<file path="config.mk">
export PLATFORM = sky130hd
export DESIGN_NAME = trunc_mul_corr
export DESIGN_NICKNAME = d
export VERILOG_FILES = /design/src/rtl/tcm_pkg.sv /design/src/rtl/tcm_colsum.sv /design/src/rtl/tcm_corr_sel.sv /design/src/rtl/trunc_mul_corr.sv
export SDC_FILE = /design/constraint.sdc
export NUM_CORES = 1
export LEC_CHECK = 0
export BUFFER_PORTS_ARGS = -buffer_cell sky130_fd_sc_hd__buf_2
export CORE_UTILIZATION = 65
export DETAILED_ROUTE_END_ITERATION = 12
export PLACE_DENSITY_LB_ADDON = 0.1
export RECOVER_POWER = 100
export SETUP_SLACK_MARGIN = 0.02
export SLEW_MARGIN = 20
export SYNTH_ARGS = -nofsm -noshare
export SYNTH_HDL_FRONTEND = slang
export SYNTH_SLANG_ARGS = --single-unit
</file>
<file path="constraint.sdc">
create_clock -name clk -period 18.65 [get_ports clk]
set_input_delay 1.865 -clock clk [delete_from_list [all_inputs] [get_ports clk]]
set_output_delay 1.865 -clock clk [all_outputs]
set_load 0.01 [all_outputs]
</file>
<file path="src/rtl/tcm_pkg.sv">
package tcm_pkg;

  typedef enum logic [1:0] {
    TCM_TRUNC = 2'b00,
    TCM_CONST = 2'b01,
    TCM_VAR   = 2'b10,
    TCM_RSVD  = 2'b11
  } tcm_mode_e;

  // Truncation-error term T in integer units of the 2N-bit product.
  function automatic int trunc_term(int n, int k);
    int base;
    base = n - k;
    return (1 << (n - 1)) - (1 << (base - 1));
  endfunction

  // Constant correction, in units of the guard-band LSB.
  function automatic int cc_units(int n, int k);
    int base;
    int e4;
    base = n - k;
    e4 = 0;
    for (int c = 0; c < base; c++) e4 += (c + 1) << c;
    e4 += 4 * trunc_term(n, k);
    return (e4 + (2 << base)) / (4 << base);
  endfunction

  // Rounded truncation term for variable correction, guard-band LSB units.
  function automatic int vc_units(int n, int k);
    int base;
    base = n - k;
    return (2 * trunc_term(n, k) + (1 << base)) / (2 << base);
  endfunction

endpackage

</file>
<file path="src/rtl/tcm_colsum.sv">
// Weighted sum of the partial products whose column index lies in [LO, HI],
// expressed in units of column BASE.
module tcm_colsum #(
  parameter int N    = 8,
  parameter int LO   = 0,
  parameter int HI   = 0,
  parameter int BASE = 0,
  parameter int W    = 16
) (
  input  logic [N-1:0] a_i,
  input  logic [N-1:0] b_i,
  output logic [W-1:0] sum_o
);
  localparam int NPP = N * N;

  logic [NPP-1:0] pp;

  for (genvar gi = 0; gi < N; gi++) begin : g_row
    for (genvar gj = 0; gj < N; gj++) begin : g_col
      assign pp[gi*N+gj] = a_i[gi] & b_i[gj];
    end
  end

  always_comb begin
    sum_o = '0;
    for (int i = 0; i < N; i++) begin
      for (int j = 0; j < N; j++) begin
        if ((i + j) >= LO && (i + j) <= HI)
          sum_o = sum_o + (W'(pp[i*N+j]) << (i + j - BASE));
      end
    end
  end
endmodule

</file>
<file path="src/rtl/tcm_corr_sel.sv">
// Picks the compensation addend that goes on top of the result band.
module tcm_corr_sel
  import tcm_pkg::*;
#(
  parameter int N = 8,
  parameter int K = 3,
  parameter int W = 13
) (
  input  logic [1:0]   mode_i,
  input  logic [W-1:0] guard_sum_i,
  input  logic [W-1:0] edge_cnt_i,
  output logic [W-1:0] addend_o
);
  localparam int CC = cc_units(N, K);
  localparam int VC = vc_units(N, K);

  always_comb begin
    unique case (tcm_mode_e'(mode_i))
      TCM_CONST: addend_o = guard_sum_i + W'(CC);
      TCM_VAR:   addend_o = guard_sum_i + (edge_cnt_i << 1) + W'(VC);
      default:   addend_o = '0;
    endcase
  end
endmodule

</file>
<file path="src/rtl/trunc_mul_corr.sv">
module trunc_mul_corr
  import tcm_pkg::*;
#(
  parameter int N = 8,
  parameter int K = 3
) (
  input  logic         clk,
  input  logic         rst,
  input  logic [1:0]   mode_i,
  input  logic [N-1:0] a_i,
  input  logic [N-1:0] b_i,
  output logic [N-1:0] prod_o
);
  localparam int BASE = N - K;
  localparam int W    = N + K + 2;

  logic [W-1:0] res_sum;
  logic [W-1:0] guard_sum;
  logic [W-1:0] edge_cnt;
  logic [W-1:0] addend;
  logic [W-1:0] total;
  logic [N-1:0] prod_q;

  tcm_colsum #(.N(N), .LO(N), .HI(2*N-2), .BASE(BASE), .W(W)) u_res (
    .a_i(a_i), .b_i(b_i), .sum_o(res_sum)
  );

  tcm_colsum #(.N(N), .LO(BASE), .HI(N-1), .BASE(BASE), .W(W)) u_guard (
    .a_i(a_i), .b_i(b_i), .sum_o(guard_sum)
  );

  tcm_colsum #(.N(N), .LO(BASE-1), .HI(BASE-1), .BASE(BASE-1), .W(W)) u_edge (
    .a_i(a_i), .b_i(b_i), .sum_o(edge_cnt)
  );

  tcm_corr_sel #(.N(N), .K(K), .W(W)) u_corr (
    .mode_i(mode_i), .guard_sum_i(guard_sum), .edge_cnt_i(edge_cnt),
    .addend_o(addend)
  );

  assign total = res_sum + addend;

  always_ff @(posedge clk) begin
    if (rst) prod_q <= '0;
    else     prod_q <= total[K +: N];
  end

  assign prod_o = prod_q;

  // Exact product, used only by the checks below.
  logic [2*N-1:0] exact_w;
  assign exact_w = (2*N)'(a_i) * (2*N)'(b_i);

  AST_RESET_CLEAR: assert property (@(posedge clk) disable iff (rst)
    $past(rst) |-> prod_o == '0);

  AST_TRUNC_BOUND: assert property (@(posedge clk) disable iff (rst)
    (!$past(rst) && $past(mode_i) == TCM_TRUNC) |->
      ({{N{1'b0}}, prod_o} <= ($past(exact_w) >> N)));

  AST_ZERO_OPERAND: assert property (@(posedge clk) disable iff (rst)
    (!$past(rst) && $past(a_i) == '0 &&
     ($past(mode_i) == TCM_VAR || $past(mode_i) == TCM_TRUNC)) |->
      prod_o == '0);

  AST_NO_INNER_WRAP: assert property (@(posedge clk) disable iff (rst)
    total >= res_sum);
endmodule

</file>
# Yosys cells after proc, flatten, opt, wreduce, memory -nomap -nowiden
# Cells that the tools add are included.
[word_totals]
regBits = 8
output_inout_bits = 8
[classes]
add_sub_neg = 55
eq_ne = 2
n_mux = 1
bitwise = 54
[op_table]
columns = ["cell", "count"]
rows = [
  ["$add A11 B3 Y11", 7],
  ["$add A11 B2 Y11", 6],
  ["$add A11 B1 Y11", 5],
  ["$add A11 B4 Y11", 5],
  ["$add A11 B5 Y11", 5],
  ["$add A11 B6 Y11", 5],
  ["$and A1 B1 Y1", 54],
  ["$add A11 B7 Y11", 4],
  ["$add A11 B8 Y11", 3],
  ["$add A11 B11 Y11", 2],
  ["$add A11 B3 Y11 const B", 2],
  ["$add A11 B9 Y11", 2],
  ["$pmux W11 S2", 1],
  ["$add A11 B10 Y11", 1],
  ["$add A5 B5 Y6", 1],
  ["$add A4 B1 Y5", 1],
  ["$add A4 B4 Y5", 1],
  ["$add A3 B1 Y4", 1],
  ["$add A3 B3 Y4", 1],
  ["$add A1 B2 Y3", 1],
  ["$add A2 B1 Y3", 1],
  ["$add A1 B1 Y2", 1],
  ["$eq A2 B1 Y1 const B", 1],
  ["$eq A2 B2 Y1 const B", 1],
]

# Logic depth before layout (Yosys ltp)
[depth]
word_depth = 29
ltp_mapped = 33
mapped_depth_nobuf = 33

# By module
# A second synthesis with hierarchy kept.
[unflattened]
cells_unflattened = 406
hier_area_um2 = 3449.6
[modules_own_cells]
columns = ["mod", "n_inst", "cells_per_inst", "area_each_um2", "seq_area_each_um2"]
rows = [
  ["tcm_corr_sel", 1, 140, 1048.5, 0.0],
  ["tcm_colsum at u_res", 1, 111, 991.0, 0.0],
  ["tcm_colsum at u_guard", 1, 73, 663.1, 0.0],
  ["trunc_mul_corr", 1, 62, 571.8, 160.2],
  ["tcm_colsum at u_edge", 1, 20, 175.2, 0.0],
]

# Worst setup path before layout
# OpenSTA, ideal clock, no wires.
[synth_timing]
kind = "in2reg"
start = "input port b_i[6]"
end = "register prod_q[6] (netlist: prod_o[6])"
setup_ns = 0.128
arrival_time_ns = 9.861
setup_slack_ns = 8.661
stages = 31
n_path_buf = 0
cell_sequence = "and2_1 -> fa_1 -> fa_1 -> fa_1 -> inv_1 -> fa_1 -> inv_1 -> ha_1 -> fa_1 -> xnor2_1 -> inv_1 -> ha_1 -> ha_1 -> and4b_1 -> or4_1 -> a311oi_1 -> or3_1 -> fa_1 -> inv_1 -> fa_1 -> inv_1 -> fa_1 -> inv_1 -> fa_1 -> inv_1 -> ha_1 -> fa_1 -> a21o_1 -> a21oi_1 -> xor2_1 -> nor2_1"
[synth_via]
elab_chain_len = 29
[synth_rtl]
columns = ["item", "line_no", "text"]
rows = [
  ["start, declared", "trunc_mul_corr.sv:11", "input logic [N-1:0] b_i,"],
  ["$and A1 B1 Y1", "--", ""],
  ["$add A4 B4 Y5", "tcm_colsum.sv:29", "sum_o = sum_o + (W'(pp[i*N+j]) << (i + j - BASE));"],
  ["$add A5 B5 Y6", "tcm_colsum.sv:29", ""],
  ["$add A11 B4 Y11", "tcm_colsum.sv:29", ""],
  ["$add A11 B5 Y11", "tcm_colsum.sv:29", ""],
  ["$add A11 B6 Y11", "tcm_colsum.sv:29", ""],
  ["$add A11 B4 Y11", "tcm_colsum.sv:29", ""],
  ["$add A11 B5 Y11", "tcm_colsum.sv:29", ""],
  ["[13 not listed]", "--", ""],
  ["$add A11 B4 Y11", "tcm_colsum.sv:29", ""],
  ["$add A11 B5 Y11", "tcm_colsum.sv:29", ""],
  ["$add A11 B6 Y11", "tcm_colsum.sv:29", ""],
  ["$add A11 B7 Y11", "tcm_colsum.sv:29", ""],
  ["$add A11 B8 Y11", "tcm_colsum.sv:29", ""],
  ["$add A11 B9 Y11", "tcm_colsum.sv:29", ""],
  ["$add A11 B10 Y11", "tcm_colsum.sv:29", ""],
  ["$add A11 B11 Y11 (*)", "trunc_mul_corr.sv:41", "assign total = res_sum + addend;"],
  ["end signal, assigned", "trunc_mul_corr.sv:45", "else prod_q <= total[K +: N];"],
  ["end, declared", "trunc_mul_corr.sv:22", "logic [N-1:0] prod_q;"],
]
# Mark *: on every way between the ends. The rest lies on a longest branch, timed or not.
# A chain may end at the register's enable or synchronous reset.

# Worst setup path after layout
# Ends and elaborated chain as after synthesis.

==> results by stage <==
Run status:
- The flow ran to the end, and the final reports show no timing, DRC or antenna violations.

Drt:
- The count of nets left with antenna violations once routing finished came out at 0.
- For this run, design rule violations remaining after detail routing come to 0.
- The first detailed-routing pass ran for 4 iterations.
- In this run, the number of DRC markers left after iteration 0 of detailed routing was 63.
- The routed wire length is 4139 um.
- The via count is 1742.
- The average wire per cell in the routed design is 12.74 um.
- Dividing the detail-routed via count by the number of cells gives 5.360.

Floorplan:
- The initial core utilization is 0.6817.
- The floorplan has 21 rows.
- The core region is 0.003337 sq mm.
- In this run the horizontal extent of the chip is 61.16 um.
- For this design the top-level I/O count stands at 28.
- The die covers 0.003740 sq mm.
- The die boundary height is 61.16 um.

Clock network:
- In this run the number of H-tree levels came out at 1.
- The count of instances resized after the clock tree is built is 0.
- The clock root buffer is sky130_fd_sc_hd__clkbuf_4.
- The post-CTS setup repair buffer count is 0.
- Clock tree synthesis found a total of 8 sinks.
- Buffers inserted to repair hold after CTS numbered 0.
- The post-CTS clock slew at the launch and capture registers of the worst setup and hold paths is 0.05 ns.
- The number of clock buffers added by TritonCTS is 3.
- The clock passes through at most 2 buffers.
- The CTS tree is done.

STA:
- Measured against its own limit, the worst slew margin works out to 0.6496.
- Across all setup checks in the final design, the least slack found is 8.311 ns.
- The final-report hold violation count is 0.
- At the pin with the least slew margin, the transition time is 0.5190 ns.
- The final setup violation count is 0.
- For this run, the top clock speed supported by timing is 96.72 MHz.
- Setup repair after global routing left no endpoint under its margin.
- The final count of pins violating max slew is 0.
- The clock period minus worst slack is 10.34 ns.
- The sum of negative setup slack is 0 ns.
- The period utilization is 0.5544.

Global routing:
- The first global-routing pass estimated 6906 um of wire.
- The global-route usage over all layers is 0.2534.
- The total overflow reported by the global router is 0.
- Entering global routing, the biggest net connects 13 pins.
- The number of antenna violations at the first check in global routing is 0.
- The via count of the first global-routing pass is 1647.

Power:
- The switching power total is 142.7 uW.
- The share of total power dissipated in combinational logic is 0.863.
- The peak supply drop is 0.00006712 V.
- The static power due to leakage is 0.001321 uW.
- The sequential cell fraction of total power is 0.089.
- Of the total power, the share spent switching nets is 0.5007.
- The share of total power dissipated in the clock network is 0.048.
- Dividing total power by cell area gives a power density of 115.2 mW/mm^2.
- Cell internal power was estimated by the tool at 142.4 uW.

Cells and area:
- The final-layout fill cell count is 268.
- The post-layout net count is 372.
- The synthesis-to-finish area growth is 8.801%.
- Of the cells placed in the final design, the portion with a size suffix greater than 1 is 0.09319.
- The number of flip-flops under the largest register name is 8.
- 0 antenna diodes ended up in the layout.

Critical path:
- The worst setup path is of the in -> reg kind.
- The largest single stage delay on the critical path is 0.55 ns.
- The endpoint kind of the worst setup timing path is a register.
- Along the worst path, the maximum fanout reaches 8.
- The master of the slowest instance on the critical path is sky130_fd_sc_hd__fa_1.
- The dominant cell type by count on the critical path is sky130_fd_sc_hd__fa_1.
- The startpoint class of the critical path is an input pin.
- Data arrives at the worst endpoint at 10.49 ns.
- The required time of the critical path is 18.80 ns.

Place:
- The port buffer count is 27.
- OpenSTA, run right after detailed placement, puts the worst setup slack at 8.095 ns.
- Detailed placement finished with a half-perimeter wire length of 3643 um.
- The placer congestion estimate is 0.8412.

Synthesis:
- Averaged over all synthesized cells, the footprint is 9.099 sq um.
- By area the synthesized netlist is led by sky130_fd_sc_hd__fa_1 (33%), sky130_fd_sc_hd__ha_1 (19%), sky130_fd_sc_hd__and2_1 (12%).
- The most frequently used flop master after synthesis is sky130_fd_sc_hd__dfxtp_1.
- For this run, the number of Yosys warnings is 0.
- Of the post-synthesis cell area, the dominant cell type holds 0.3256.
- Summed over all instances, the cell type with the most area after synthesis is sky130_fd_sc_hd__fa_1.
- Synthesis produced a netlist with a net count of 341.
- By count the netlist is led by sky130_fd_sc_hd__inv_1 (51), sky130_fd_sc_hd__and2_1 (42), sky130_fd_sc_hd__fa_1 (37), sky130_fd_sc_hd__ha_1 (34), sky130_fd_sc_hd__nand2_1 (14).
- Of all flip-flops after synthesis, the portion carrying an async set or reset was 0.
- The most common cell in the synthesized netlist is sky130_fd_sc_hd__inv_1.
- In this run, synthesis inferred 0 flip-flops with an integrated enable.
- Synthesis produced a netlist whose cell count is 250.
- The summed instance area of the synthesized netlist is 0.002275 sq mm.
- The share of the Yosys chip area taken by registers is 0.07041.
- The netlist uses 37 different library cells.
- The number of register bits inferred by synthesis is 8.

Flow run:
- Max-cap violations in this run came to 0.

Min path:
- The worst hold-check path type is in -> reg.
## stage by stage
stage / cell area (sq um) / hold slack (ns) / instances / util / total power [uW]
2_1_floorplan: 2275 / 2.075 / 250 / - / 218.7
3_3_place_gp: 2464 / 2.174 / 322 / 0.7383 / 265.8
3_5_place_dp: 2464 / 2.180 / 322 / 0.7383 / 275.1
4_1_cts: 2486 / 1.909 / 325 / 0.7450 / 290.9
5_1_grt: 2475 / 1.911 / 325 / 0.7417 / 327.3
6_report: 2475 / 1.917 / 325 / 0.7417 / 285.1
## power groups by stage
stage	registers [uW]	clock network (uW)	logic, uW
after global placement	25.5	0	240
after floorplan	29.4	0	189
after global routing	26.2	15.8	285
after CTS	25.3	14.3	251
after detailed placement	25.6	0	249
final	25.4	13.7	246
## kinds of logic after synthesis
logic type | share of synthesized area
compound gates | 0.07426
xor+xnor | 0.03080
fa+ha+maj | 0.5127
buf+inv | 0.08581
flops | 0.07041
simple gates | 0.2261
## metal layers
metal	track usage	part of all wire
met1	0.3465	0.48
met2	0.4301	0.48
met3	0.05252	0.040
met4	0.02922	0.0034
met5	0	0
## final cells by class
cell class,count,area [sq um],area share
Clock buffer,3,22.52,0.009100
Inverter,51,191.4,0.07735
Multi-Input combinational cell,190,1919,0.7755
Sequential cell,8,160.2,0.06471
Tap cell,46,57.56,0.02326
Timing Repair Buffer,27,123.9,0.05005
## cells in the final DEF (no fill, tap or decap), drive strengths merged, types with 6 or more instances in the layout
cell	netlist	final
and2	42	42
buf	0	18
a21oi	6	6
nor2b	6	6
clkbuf	1	12
fa	37	37
inv	51	51
ha	34	34
dfxtp	8	8
nand2	14	14
## path summary, 6_finish.rpt
check	startpoint	endpoint	slack, ns	cells past startpoint
worst max-delay path	b_i[6]	prod_o[6]	8.31	32
worst min-delay path	rst	prod_o[5]	1.92	2
## worst max-delay path: cells and delay by family
kind            cells  cell delay [ns]
compound gates      3             0.44
xor+xnor            2             0.51
fa+ha+maj          14             6.11
buf+inv             8             0.59
simple gates        5             0.98
Note: power is estimated with default switching activity, not from simulation.
